[src/rtl/lane_pll_pkg.sv]
// Shared constants, types and helpers for the lane PLL divider search.
// Assumes rates are carried as unsigned integers in Hz.
package lane_pll_pkg;

    localparam int NBANDS = 39;
    localparam logic [31:0] RATE_CEIL_HZ = 32'd1_500_000_000;
    localparam logic [31:0] VCO_LOW_HZ   = 32'd80_000_000;

    // Upper limit in Mbps of each frequency band, ascending.
    localparam logic [10:0] BAND_TOP [NBANDS] = '{
        11'd89,   11'd99,   11'd109,  11'd129,  11'd139,  11'd149,
        11'd169,  11'd179,  11'd199,  11'd219,  11'd239,  11'd249,
        11'd269,  11'd299,  11'd329,  11'd359,  11'd399,  11'd449,
        11'd499,  11'd549,  11'd599,  11'd649,  11'd699,  11'd749,
        11'd799,  11'd849,  11'd899,  11'd949,  11'd999,  11'd1049,
        11'd1099, 11'd1149, 11'd1199, 11'd1249, 11'd1299, 11'd1349,
        11'd1399, 11'd1449, 11'd1500
    };

    typedef enum logic [2:0] {
        ST_IDLE,
        ST_LANE,
        ST_MCAND,
        ST_FREQ,
        ST_NEXT,
        ST_MBPS,
        ST_FIN
    } srch_state_t;

    // Bits per pixel for a format code.
    function automatic logic [4:0] bpp_of(input logic [1:0] fmt);
        case (fmt)
            2'd0:    return 5'd24;
            2'd1:    return 5'd24;
            2'd2:    return 5'd18;
            default: return 5'd16;
        endcase
    endfunction

endpackage

[src/rtl/lane_div_unit.sv]
// Restoring unsigned divider, one quotient bit per cycle.
// A go pulse loads the operands, and done pulses W cycles later with the
// quotient valid. The quotient holds until the next go. Assumes go is not
// raised while a division runs.
module lane_div_unit #(
    parameter int W = 40
) (
    input  logic         clk,
    input  logic         rst_n,
    input  logic         go,
    input  logic [W-1:0] dividend,
    input  logic [W-1:0] divisor,
    output logic         done,
    output logic [W-1:0] quot
);
    localparam int CW = $clog2(W + 1);

    logic [W:0]    part;
    logic [W:0]    shifted;
    logic [W+1:0]  trial;
    logic [CW-1:0] cnt;
    logic          run;

    // Shift in the next dividend bit and try the subtraction.
    always_comb begin
        shifted = {part[W-1:0], quot[W-1]};
        trial   = {1'b0, shifted} - {2'b00, divisor};
    end

    // Iteration register: partial remainder, quotient and bit counter.
    always_ff @(posedge clk) begin
        if (!rst_n) begin
            part <= '0;
            quot <= '0;
            cnt  <= '0;
            run  <= 1'b0;
            done <= 1'b0;
        end else begin
            done <= 1'b0;
            if (go) begin
                part <= '0;
                quot <= dividend;
                cnt  <= CW'(W);
                run  <= 1'b1;
            end else if (run) begin
                if (!trial[W+1]) begin
                    part <= trial[W:0];
                    quot <= {quot[W-2:0], 1'b1};
                end else begin
                    part <= shifted;
                    quot <= {quot[W-2:0], 1'b0};
                end
                cnt <= cnt - 1'b1;
                if (cnt == CW'(1)) begin
                    run  <= 1'b0;
                    done <= 1'b1;
                end
            end
        end
    end
endmodule

[src/rtl/lane_range_lut.sv]
// Maps a rate in Mbps to the first band whose upper limit covers it.
// Assumes mbps does not exceed the last band limit. Above it, the last
// index is returned.
module lane_range_lut
    import lane_pll_pkg::*;
#(
    parameter int IW = 6
) (
    input  logic [10:0]   mbps,
    output logic [IW-1:0] idx
);
    // Priority scan from the top so the lowest matching band wins.
    always_comb begin
        idx = IW'(NBANDS - 1);
        for (int i = NBANDS - 1; i >= 0; i--) begin
            if (BAND_TOP[i] >= mbps) idx = IW'(i);
        end
    end
endmodule

[src/rtl/lane_pll_search.sv]
// Lane-rate PLL divider search: works out the target lane rate, scans the
// input dividers, keeps the even multiplier nearest the target, then
// looks up the band index. Uses one shared divider, so each N costs two
// divisions. Assumes lane_cnt >= 1 and FREF_HZ >= 5 MHz.
module lane_pll_search
    import lane_pll_pkg::*;
#(
    parameter int FREF_HZ = 24_000_000,
    parameter int DW      = 40,
    parameter int NMIN    = (FREF_HZ + 39_999_999) / 40_000_000,
    parameter int NMAX    = FREF_HZ / 5_000_000,
    parameter int NW      = $clog2(NMAX + 2)
) (
    input  logic          clk,
    input  logic          rst_n,
    input  logic          start,
    input  logic [19:0]   pclk_khz,
    input  logic [2:0]    lane_cnt,
    input  logic [1:0]    pix_fmt,
    output logic          busy,
    output logic          done,
    output logic          err,
    output logic [NW-1:0] n_div,
    output logic [9:0]    m_mult,
    output logic [31:0]   lane_rate_hz,
    output logic [5:0]    range_idx
);
    localparam int          TW      = DW + 8;
    localparam logic [DW-1:0] FREF_D = DW'(FREF_HZ);
    localparam logic [DW-1:0] MEG_D  = DW'(1_000_000);
    localparam logic [DW-1:0] CEIL_D = DW'(RATE_CEIL_HZ);
    localparam logic [DW-1:0] LOW_D  = DW'(VCO_LOW_HZ);

    srch_state_t   state;
    logic          div_go;
    logic [DW-1:0] div_a;
    logic [DW-1:0] div_b;
    logic          div_done;
    logic [DW-1:0] div_q;

    logic [1:0]    fmt_q;
    logic [DW-1:0] tgt;
    logic [NW-1:0] cur_n;
    logic [9:0]    cur_m;
    logic [DW-1:0] best_delta;
    logic [NW-1:0] best_n;
    logic [9:0]    best_m;
    logic [31:0]   best_f;
    logic          found;

    logic [TW-1:0] tgt_c;
    logic [DW-1:0] m_c;
    logic          m_ok;
    logic          f_ok;
    logic [DW-1:0] delta_c;
    logic [10:0]   mbps_c;
    logic [5:0]    idx_c;
    logic [NW-1:0] n_inc;

    lane_div_unit #(.W(DW)) u_div (
        .clk      (clk),
        .rst_n    (rst_n),
        .go       (div_go),
        .dividend (div_a),
        .divisor  (div_b),
        .done     (div_done),
        .quot     (div_q)
    );

    lane_range_lut #(.IW(6)) u_lut (
        .mbps (mbps_c),
        .idx  (idx_c)
    );

    // Datapath helpers that act on the quotient of the current division.
    always_comb begin
        tgt_c   = (({{(TW-DW){1'b0}}, div_q} * TW'(bpp_of(fmt_q))) >> 3) * TW'(10);
        m_c     = div_q + DW'(div_q[0]);
        m_ok    = (m_c >= DW'(6)) && (m_c <= DW'(512));
        f_ok    = (div_q >= LOW_D) && (div_q <= CEIL_D);
        delta_c = (tgt >= div_q) ? (tgt - div_q) : (div_q - tgt);
        mbps_c  = (|div_q[DW-1:11]) ? 11'h7ff : div_q[10:0];
        n_inc   = cur_n + 1'b1;
    end

    // Status outputs decoded from the sequencer state.
    always_comb begin
        busy = (state != ST_IDLE);
        done = (state == ST_FIN);
    end

    // Sequencer: target rate, divider scan, band lookup, result registers.
    always_ff @(posedge clk) begin
        if (!rst_n) begin
            state        <= ST_IDLE;
            div_go       <= 1'b0;
            div_a        <= '0;
            div_b        <= '0;
            fmt_q        <= '0;
            tgt          <= '0;
            cur_n        <= '0;
            cur_m        <= '0;
            best_delta   <= '0;
            best_n       <= '0;
            best_m       <= '0;
            best_f       <= '0;
            found        <= 1'b0;
            err          <= 1'b0;
            n_div        <= '0;
            m_mult       <= '0;
            lane_rate_hz <= '0;
            range_idx    <= '0;
        end else begin
            div_go <= 1'b0;
            case (state)
                ST_IDLE: begin
                    if (start) begin
                        div_a  <= DW'(pclk_khz) * DW'(1000);
                        div_b  <= DW'(lane_cnt);
                        fmt_q  <= pix_fmt;
                        div_go <= 1'b1;
                        state  <= ST_LANE;
                    end
                end
                ST_LANE: begin
                    if (div_done) begin
                        if (tgt_c >= TW'(RATE_CEIL_HZ)) begin
                            err          <= 1'b1;
                            n_div        <= '0;
                            m_mult       <= '0;
                            lane_rate_hz <= '0;
                            range_idx    <= '0;
                            state        <= ST_FIN;
                        end else begin
                            tgt        <= tgt_c[DW-1:0];
                            cur_n      <= NW'(NMIN);
                            best_delta <= CEIL_D;
                            found      <= 1'b0;
                            div_a      <= tgt_c[DW-1:0] * DW'(NMIN);
                            div_b      <= FREF_D;
                            div_go     <= 1'b1;
                            state      <= ST_MCAND;
                        end
                    end
                end
                ST_MCAND: begin
                    if (div_done) begin
                        if (m_ok) begin
                            cur_m  <= m_c[9:0];
                            div_a  <= m_c * FREF_D;
                            div_b  <= DW'(cur_n);
                            div_go <= 1'b1;
                            state  <= ST_FREQ;
                        end else begin
                            state <= ST_NEXT;
                        end
                    end
                end
                ST_FREQ: begin
                    if (div_done) begin
                        if (f_ok && (delta_c < best_delta)) begin
                            best_delta <= delta_c;
                            best_n     <= cur_n;
                            best_m     <= cur_m;
                            best_f     <= div_q[31:0];
                            found      <= 1'b1;
                        end
                        state <= ST_NEXT;
                    end
                end
                ST_NEXT: begin
                    if (cur_n >= NW'(NMAX)) begin
                        if (found) begin
                            div_a  <= DW'(best_f) + MEG_D - DW'(1);
                            div_b  <= MEG_D;
                            div_go <= 1'b1;
                            state  <= ST_MBPS;
                        end else begin
                            err          <= 1'b1;
                            n_div        <= '0;
                            m_mult       <= '0;
                            lane_rate_hz <= '0;
                            range_idx    <= '0;
                            state        <= ST_FIN;
                        end
                    end else begin
                        cur_n  <= n_inc;
                        div_a  <= tgt * DW'(n_inc);
                        div_b  <= FREF_D;
                        div_go <= 1'b1;
                        state  <= ST_MCAND;
                    end
                end
                ST_MBPS: begin
                    if (div_done) begin
                        err          <= 1'b0;
                        n_div        <= best_n;
                        m_mult       <= best_m;
                        lane_rate_hz <= best_f;
                        range_idx    <= idx_c;
                        state        <= ST_FIN;
                    end
                end
                ST_FIN: begin
                    state <= ST_IDLE;
                end
                default: state <= ST_IDLE;
            endcase
        end
    end
endmodule

[config.mk]
export PLATFORM = sky130hd
export DESIGN_NAME = lane_pll_search
export DESIGN_NICKNAME = d
export VERILOG_FILES = /design/src/rtl/lane_pll_pkg.sv /design/src/rtl/lane_div_unit.sv /design/src/rtl/lane_range_lut.sv /design/src/rtl/lane_pll_search.sv
export SDC_FILE = /design/constraint.sdc
export NUM_CORES = 2
export LEC_CHECK = 0
export ABC_CLOCK_PERIOD_IN_PS = 10650
export BUFFER_PORTS_ARGS = -buffer_cell sky130_fd_sc_hd__buf_2
export CAP_MARGIN = 25
export CORE_UTILIZATION = 66
export CTS_BUF_LIST = sky130_fd_sc_hd__clkbuf_16
export DETAILED_ROUTE_END_ITERATION = 16
export PLACE_DENSITY = 0.85
export SLEW_MARGIN = 0
export SYNTH_ARGS = -nofsm -noshare
export SYNTH_HDL_FRONTEND = slang
export SYNTH_SLANG_ARGS = --single-unit
[constraint.sdc]
create_clock -name clk -period 10.65 [get_ports clk]
set_clock_uncertainty 0.15 [all_clocks]
set_input_delay 2.13 -clock clk [delete_from_list [all_inputs] [get_ports clk]]
set_output_delay 2.13 -clock clk [all_outputs]
set_load 0.02 [all_outputs]
After elaboration in Yosys (flattened, before gate mapping):

Cells that the tools add are included.

* add/subtract/negate cells: 8
* multiply operators: 5
* order comparisons: 46
* equal/unequal tests: 22
* muxes and demuxes: 129
* bitwise operators: 3
* reduce and logical (&&, ||, !) cells: 24

Operators with widths (count)
* $mux W40: 22
* $pmux W40 S4: 2
* $mux W6: 39
* $mux W32: 5
* $ge A10 B11 Y1 const A: 10
* $ge A11 B11 Y1 const A: 9
* $ge A8 B11 Y1 const A: 9
* $pmux W32 S3: 1
* $pmux W40 S2: 1
* $sub A40 B40 Y40: 2
* $ge A9 B11 Y1 const A: 7
* $mux W3: 20
* $mux W10: 5
* $ge A46 B31 Y1 const B: 1
* $mul A40 B5 Y45: 1
* $mul A42 B3 Y45 const B: 1
* $sub A41 B40 Y42: 1
* $add A40 B1 Y40: 1
* $ge A40 B27 Y1 const B: 1
* $ge A40 B3 Y1 const B: 1
* $ge A40 B40 Y1: 1
* $le A40 B10 Y1 const B: 1
* $le A40 B31 Y1 const B: 1
* $lt A40 B40 Y1: 1
* 46 further kinds: 94

* output and inout bits: 54
* input bits: 28
* register bits after elaboration: 364

Depth between registers and ports, before layout:

* word-level depth: 43
* mapped depth: 41
* gate-level depth less buffers: 36

By module:

From an unflattened synthesis, not the netlist that was laid out.

* cells, all modules: 5511
* area total of the unflattened synthesis: 44431.4 µm²

By module, submodules not included
* lane_pll_search: cells each 4524, seq. area each 4784.6 µm², area an instance 37190.7 µm², instances 1
* lane_div_unit: cells each 827, seq. area each 1761.7 µm², area an instance 6238.5 µm², instances 1
* lane_range_lut: cells each 160, seq. area each 0.0 µm², area an instance 1002.2 µm², instances 1

Least setup slack after synthesis:

Ideal clock, no wire load.

* kind: register to register
* start point: register u_div.quot[4]
* end point: register div_a[13]
* buffers on the path: 4
* data required time: 10430 ps
* period minus slack after synthesis: 8064 ps
* library setup time: 70 ps
* arrival: 7844 ps
* slack: 2586 ps
* cell stages (with the launch flop): 38
* cell sequence: dfxtp_1 clkbuf_1 inv_1 clkbuf_1 nor2_1 ha_1 inv_1 fa_1 inv_1 ha_1 ha_1 o21ai_0 o21a_1 o211a_1 a2111oi_2 o21ai_0 o21ai_0 a21o_1 (+2 left out) nand2_1 a21oi_1 xor2_1 ha_1 ha_1 buf_2 nor4_1 nor2_1 a221o_1 a31oi_2 a21oi_2 or3_1 a2111oi_2 nand4_1 o21a_1 buf_2 or3_1 a21oi_1

* word-level cells in the longest chain between the ends: 5

Ends and longest elaborated chain
* from (decl): RTL line lane_div_unit.sv:14 `output logic [W-1:0] quot`
* from (signal assigned): RTL line lane_div_unit.sv:42 `quot <= dividend;`
* from (signal assigned): RTL line lane_div_unit.sv:48 `quot <= {quot[W-2:0], 1'b1};`
* from (signal assigned): RTL line lane_div_unit.sv:51 `quot <= {quot[W-2:0], 1'b0};`
* $mul A40 B5 Y45 / $add A40 B1 Y40 (equally long branches): RTL line lane_pll_search.sv:77, lane_pll_search.sv:78
* $mul A42 B3 Y45 (tied with other cells): RTL line lane_pll_search.sv:77 `tgt_c = (({{(TW-DW){1'b0}}, div_q} * TW'(bpp_of(fmt_q))) >> 3) * TW'(10);`
* $ge A46 B31 Y1 (tied with other cells): RTL line lane_pll_search.sv:127 `if (tgt_c >= TW'(RATE_CEIL_HZ)) begin`
* $ne A2 B2 Y1 (no line) (tied with other cells)
* $reduce_and A7 Y1 (no line) / $pmux W40 S4 (equally long branches)
* to (signal assigned): RTL line lane_pll_search.sv:118 `div_a <= DW'(pclk_khz) * DW'(1000);`
* to (signal assigned): RTL line lane_pll_search.sv:139 `div_a <= tgt_c[DW-1:0] * DW'(NMIN);`
* to (signal assigned): RTL line lane_pll_search.sv:150 `div_a <= m_c * FREF_D;`
* to (decl): RTL line lane_pll_search.sv:36 `logic [DW-1:0] div_a;`

Parallel ways exist; a longest one is shown, timed or not. The select of a mux whose other input is x is not followed.
A chain may end at the register's enable or synchronous reset.

Worst setup path after layout:

* start point: register fmt_q[1]
* end point: register tgt[15]

* word-level cells in the longest chain between the ends: 8

Ends and longest elaborated chain
* from (decl): RTL line lane_pll_search.sv:41 `logic [1:0] fmt_q;`
* from (signal assigned): RTL line lane_pll_search.sv:120 `fmt_q <= pix_fmt;`
* $eq A2 B1 Y1 / $logic_not A2 Y1 (equally long branches): RTL line lane_pll_pkg.sv:32 `case (fmt)`
* $reduce_or A2 Y1 (no line)
* $pmux W4 S2 (*): RTL line lane_pll_pkg.sv:32
* $mul A40 B5 Y45 (*): RTL line lane_pll_search.sv:77
* $mul A42 B3 Y45 (*): RTL line lane_pll_search.sv:77
* $ge A46 B31 Y1: RTL line lane_pll_search.sv:127
* $not A1 Y1 (no line)
* $reduce_and A3 Y1 (no line)
* to (signal assigned): RTL line lane_pll_search.sv:135 `tgt <= tgt_c[DW-1:0];`
* to (decl): RTL line lane_pll_search.sv:42 `logic [DW-1:0] tgt;`

Mark *: on every way between the ends. The rest lies on a longest branch, timed or not.

==> flow_metrics.env <==
export IMPL_crit_reg2reg_capture="tgt[15]$_SDFFE_PN0P_"
export IMPL_status="complete, no violations"
export IMPL_antenna_left=0
export IMPL_final_common_cell="inv_1"
export IMPL_fp_dieH_um=257.8
export IMPL_cap_violations=0
export IMPL_netlist_area_um2=43180
export IMPL_slew_viol_final=0
export IMPL_start_util=0.6687
export IMPL_port_buffers=80
export IMPL_cts_buffers=38
export IMPL_seq_area_frac_synth=0.1516
export IMPL_r2r_start="fmt_q[1]$_SDFFE_PN0P_"
export IMPL_synthAdderAreaFrac=0.3072
export IMPL_clk_path_buf_depth=3
export IMPL_vias=41828
export IMPL_cts_tree="yes"
export IMPL_root_buffer="clkbuf_16"
export IMPL_setup_viol=0
export IMPL_syn2layout_area_growth_pct=5.543
export IMPL_holdWs_ns=0.2993
export IMPL_coreArea_um2=64580
export IMPL_yosysTopAreaCell="ha_1"
export IMPL_crit_type="reg -> reg"
export IMPL_hold_viol_final=0
export IMPL_post_drt_wl_per_cell_um=24.36
export IMPL_cellPowerDensity_nw_per_um2=165.7
export IMPL_max_slew_margin_rel=0.2542
export IMPL_drc_errors=0
export IMPL_fin_setup_tns_ns=0
export IMPL_rows=93
export IMPL_drt_wl_total_mm=153.4
export IMPL_static_leakage_power_nw=22.04
export IMPL_hold_start="range_idx[5]$_SDFFE_PN0P_"
export IMPL_period_minus_slack_ns=9.944
export IMPL_mostFrequentLayoutCells="inv_1, ha_1, nand2_1"
export IMPL_cts_sinks=327
export IMPL_synth_cell_types=108
export IMPL_synth_xor_area_frac=0.05711
export IMPL_grt_pass1_vias=40541
export IMPL_worstPathMaxFanout=41
export IMPL_vias_per_cell=6.643
export IMPL_path_delay_family="compound AO/OA/AOI/OAI gates"
export IMPL_ys_ff_latch=327
export IMPL_ys_warn_count=0
export IMPL_cp_start_kind="register"
export IMPL_insertion_delay_ns=0.60
export IMPL_grt_overflow=0
export IMPL_fin_nets=6320
export IMPL_dp_cells=6224
export IMPL_rrSetupSlack_ns=0.71
export IMPL_die_width_um=257.8
export IMPL_worst_pin_slew_ns=1.115
export IMPL_syn_num_nets=6366
export IMPL_endpoint_kind="register"
export IMPL_cts_hold_buffers_added=0
export IMPL_syn_area_per_cell_um2=7.915
export IMPL_cts_htree_levels=2
export IMPL_drive_gt1_frac=0.05811
export IMPL_worstRegToRegCells=34
export IMPL_rsz0062_at_grt="no"
export IMPL_required_ns=10.92
export IMPL_ys_flop_type="dfxtp_1"
export IMPL_max_freq_ghz=0.1006
export IMPL_postCtsSetupBuffers=0
export IMPL_critical_path_arrival_ns=10.21
export IMPL_syn_instance_count=5456
export IMPL_finalNonFillerCells=6297
export IMPL_multi_input_area_um2=33080
export IMPL_gp_congestion=1.085
export IMPL_final_util=0.7057
export IMPL_drtPass1Iterations=10
export IMPL_synth_top_family_by_area="adder cells"
export IMPL_seq_area_um2=6553
export IMPL_holdPathEnd="range_idx[5]$_SDFFE_PN0P_"
export IMPL_hp_class="reg -> reg"
export IMPL_track_usage=0.4548
export IMPL_netlist_area_leader_share=0.1695
export IMPL_synth_edf_count=0
export IMPL_hold_depth=1
export IMPL_cpMostUsedCell="ha_1"
export IMPL_synthMuxAreaShare=0.03068
export IMPL_slowest_delay_ns=0.61
export IMPL_cts_clk_slew_worst_paths_ns=0.07
export IMPL_dieArea_um2=66460
export IMPL_crit_slowest_cell="and4_2"
export IMPL_antenna_found_initial=12
export IMPL_synth_compound_area_frac=0.2101
export IMPL_synth_simple_area_share=0.1595
export IMPL_cts_resized=0
export IMPL_crit_buf_inv=4
export IMPL_dp_hpwl_mm=120.7
export IMPL_min_period_over_period=0.9337
export IMPL_grt_max_degree=85
export IMPL_synth_area_leaders="ha_1, dfxtp_1, fa_1"
export IMPL_fill_cells=5264
export IMPL_ir_drop_v=0.0002071
export IMPL_dr_first_iter_drc_count=5420
export IMPL_totalPowerFinal_mw=7.553
export IMPL_grt_pass1_wl_mm=233.8
export IMPL_synth_async_reset_ratio=0
export IMPL_io_pins=82
worst max-delay path by stage:
stage,cells after the start,start,endpoint
final,34,fmt_q[1]$_SDFFE_PN0P_,tgt[15]$_SDFFE_PN0P_
after global routing,35,fmt_q[1]$_SDFFE_PN0P_,tgt[15]$_SDFFE_PN0P_
after CTS,34,fmt_q[1]$_SDFFE_PN0P_,tgt[15]$_SDFFE_PN0P_
after detailed placement,34,fmt_q[1]$_SDFFE_PN0P_,tgt[15]$_SDFFE_PN0P_
after global placement,34,fmt_q[1]$_SDFFE_PN0P_,tgt[15]$_SDFFE_PN0P_
after floorplan,37,u_div.quot[4]$_SDFFE_PN0P_,div_a[13]$_SDFFE_PN0P_
Yosys cell counts (all sizes together) (116+ instances only):
master	number
inv	673
a21oi	449
o21ai	290
fa	297
ha	585
dfxtp	327
a21o	116
clkbuf	188
nor2	477
mux2i	129
xnor2	187
nand2	498
metrics by stage:
stage | instance area [um2] | worst slack [ns]
after global placement | 44320 | 1.223
final | 45580 | 0.7061
after floorplan | 43180 | 2.586
after global routing | 45570 | 0.2391
after CTS | 45560 | 0.9897
after detailed placement | 44360 | 1.030
power by group:
group	internal [mW]	total (mW)	switching, mW	leakage (nW)
combinational	1.76	4.85	3.09	18.8
clock	0.748	1.34	0.589	0.619
sequential	1.30	1.37	0.0734	2.65
total	3.80	7.55	3.75	22.0
flip-flops by register name, summed over array words and instances (netlist names), 3 cells and up:
signal,cells
div_b,6
range_idx,6
state,3
div_a,40
best_f,32
n_div,3
m_mult,9
cur_m,9
tgt,39
cur_n,3
u_div.cnt,6
best_delta,40
best_n,3
lane_rate_hz,32
u_div.quot,40
u_div.part,40
best_m,9
layout make-up:
cell class,instances,share of cell area
clock buffer,38,0.02086
antenna,4,0.0002196
clock inverter,30,0.005573
multi-input combinational,4194,0.7258
inverter,679,0.05603
timing repair buffer,170,0.02432
tap,855,0.02347
sequential,327,0.1438
per-layer routing:
| metal | wire length [um] | vias to the layer above | GRT usage |
|---|---|---|---|
| met1 | 57010 | 19669 | 0.5672 |
| met4 | 10870 | 18 | 0.2628 |
| met5 | 110 | - | 0 |
| met3 | 20570 | 715 | 0.1481 |
| met2 | 64810 | 2691 | 0.6885 |
| li1 | - | 18735 | - |
logic make-up after synthesis:
group	Yosys count
compound gates	1398
xor+xnor	280
fa+ha+maj	882
buf+inv	935
flops	327
mux	132
other cells	1
simple gates	1501
No activity file was read; power rests on OpenSTA's default activity.
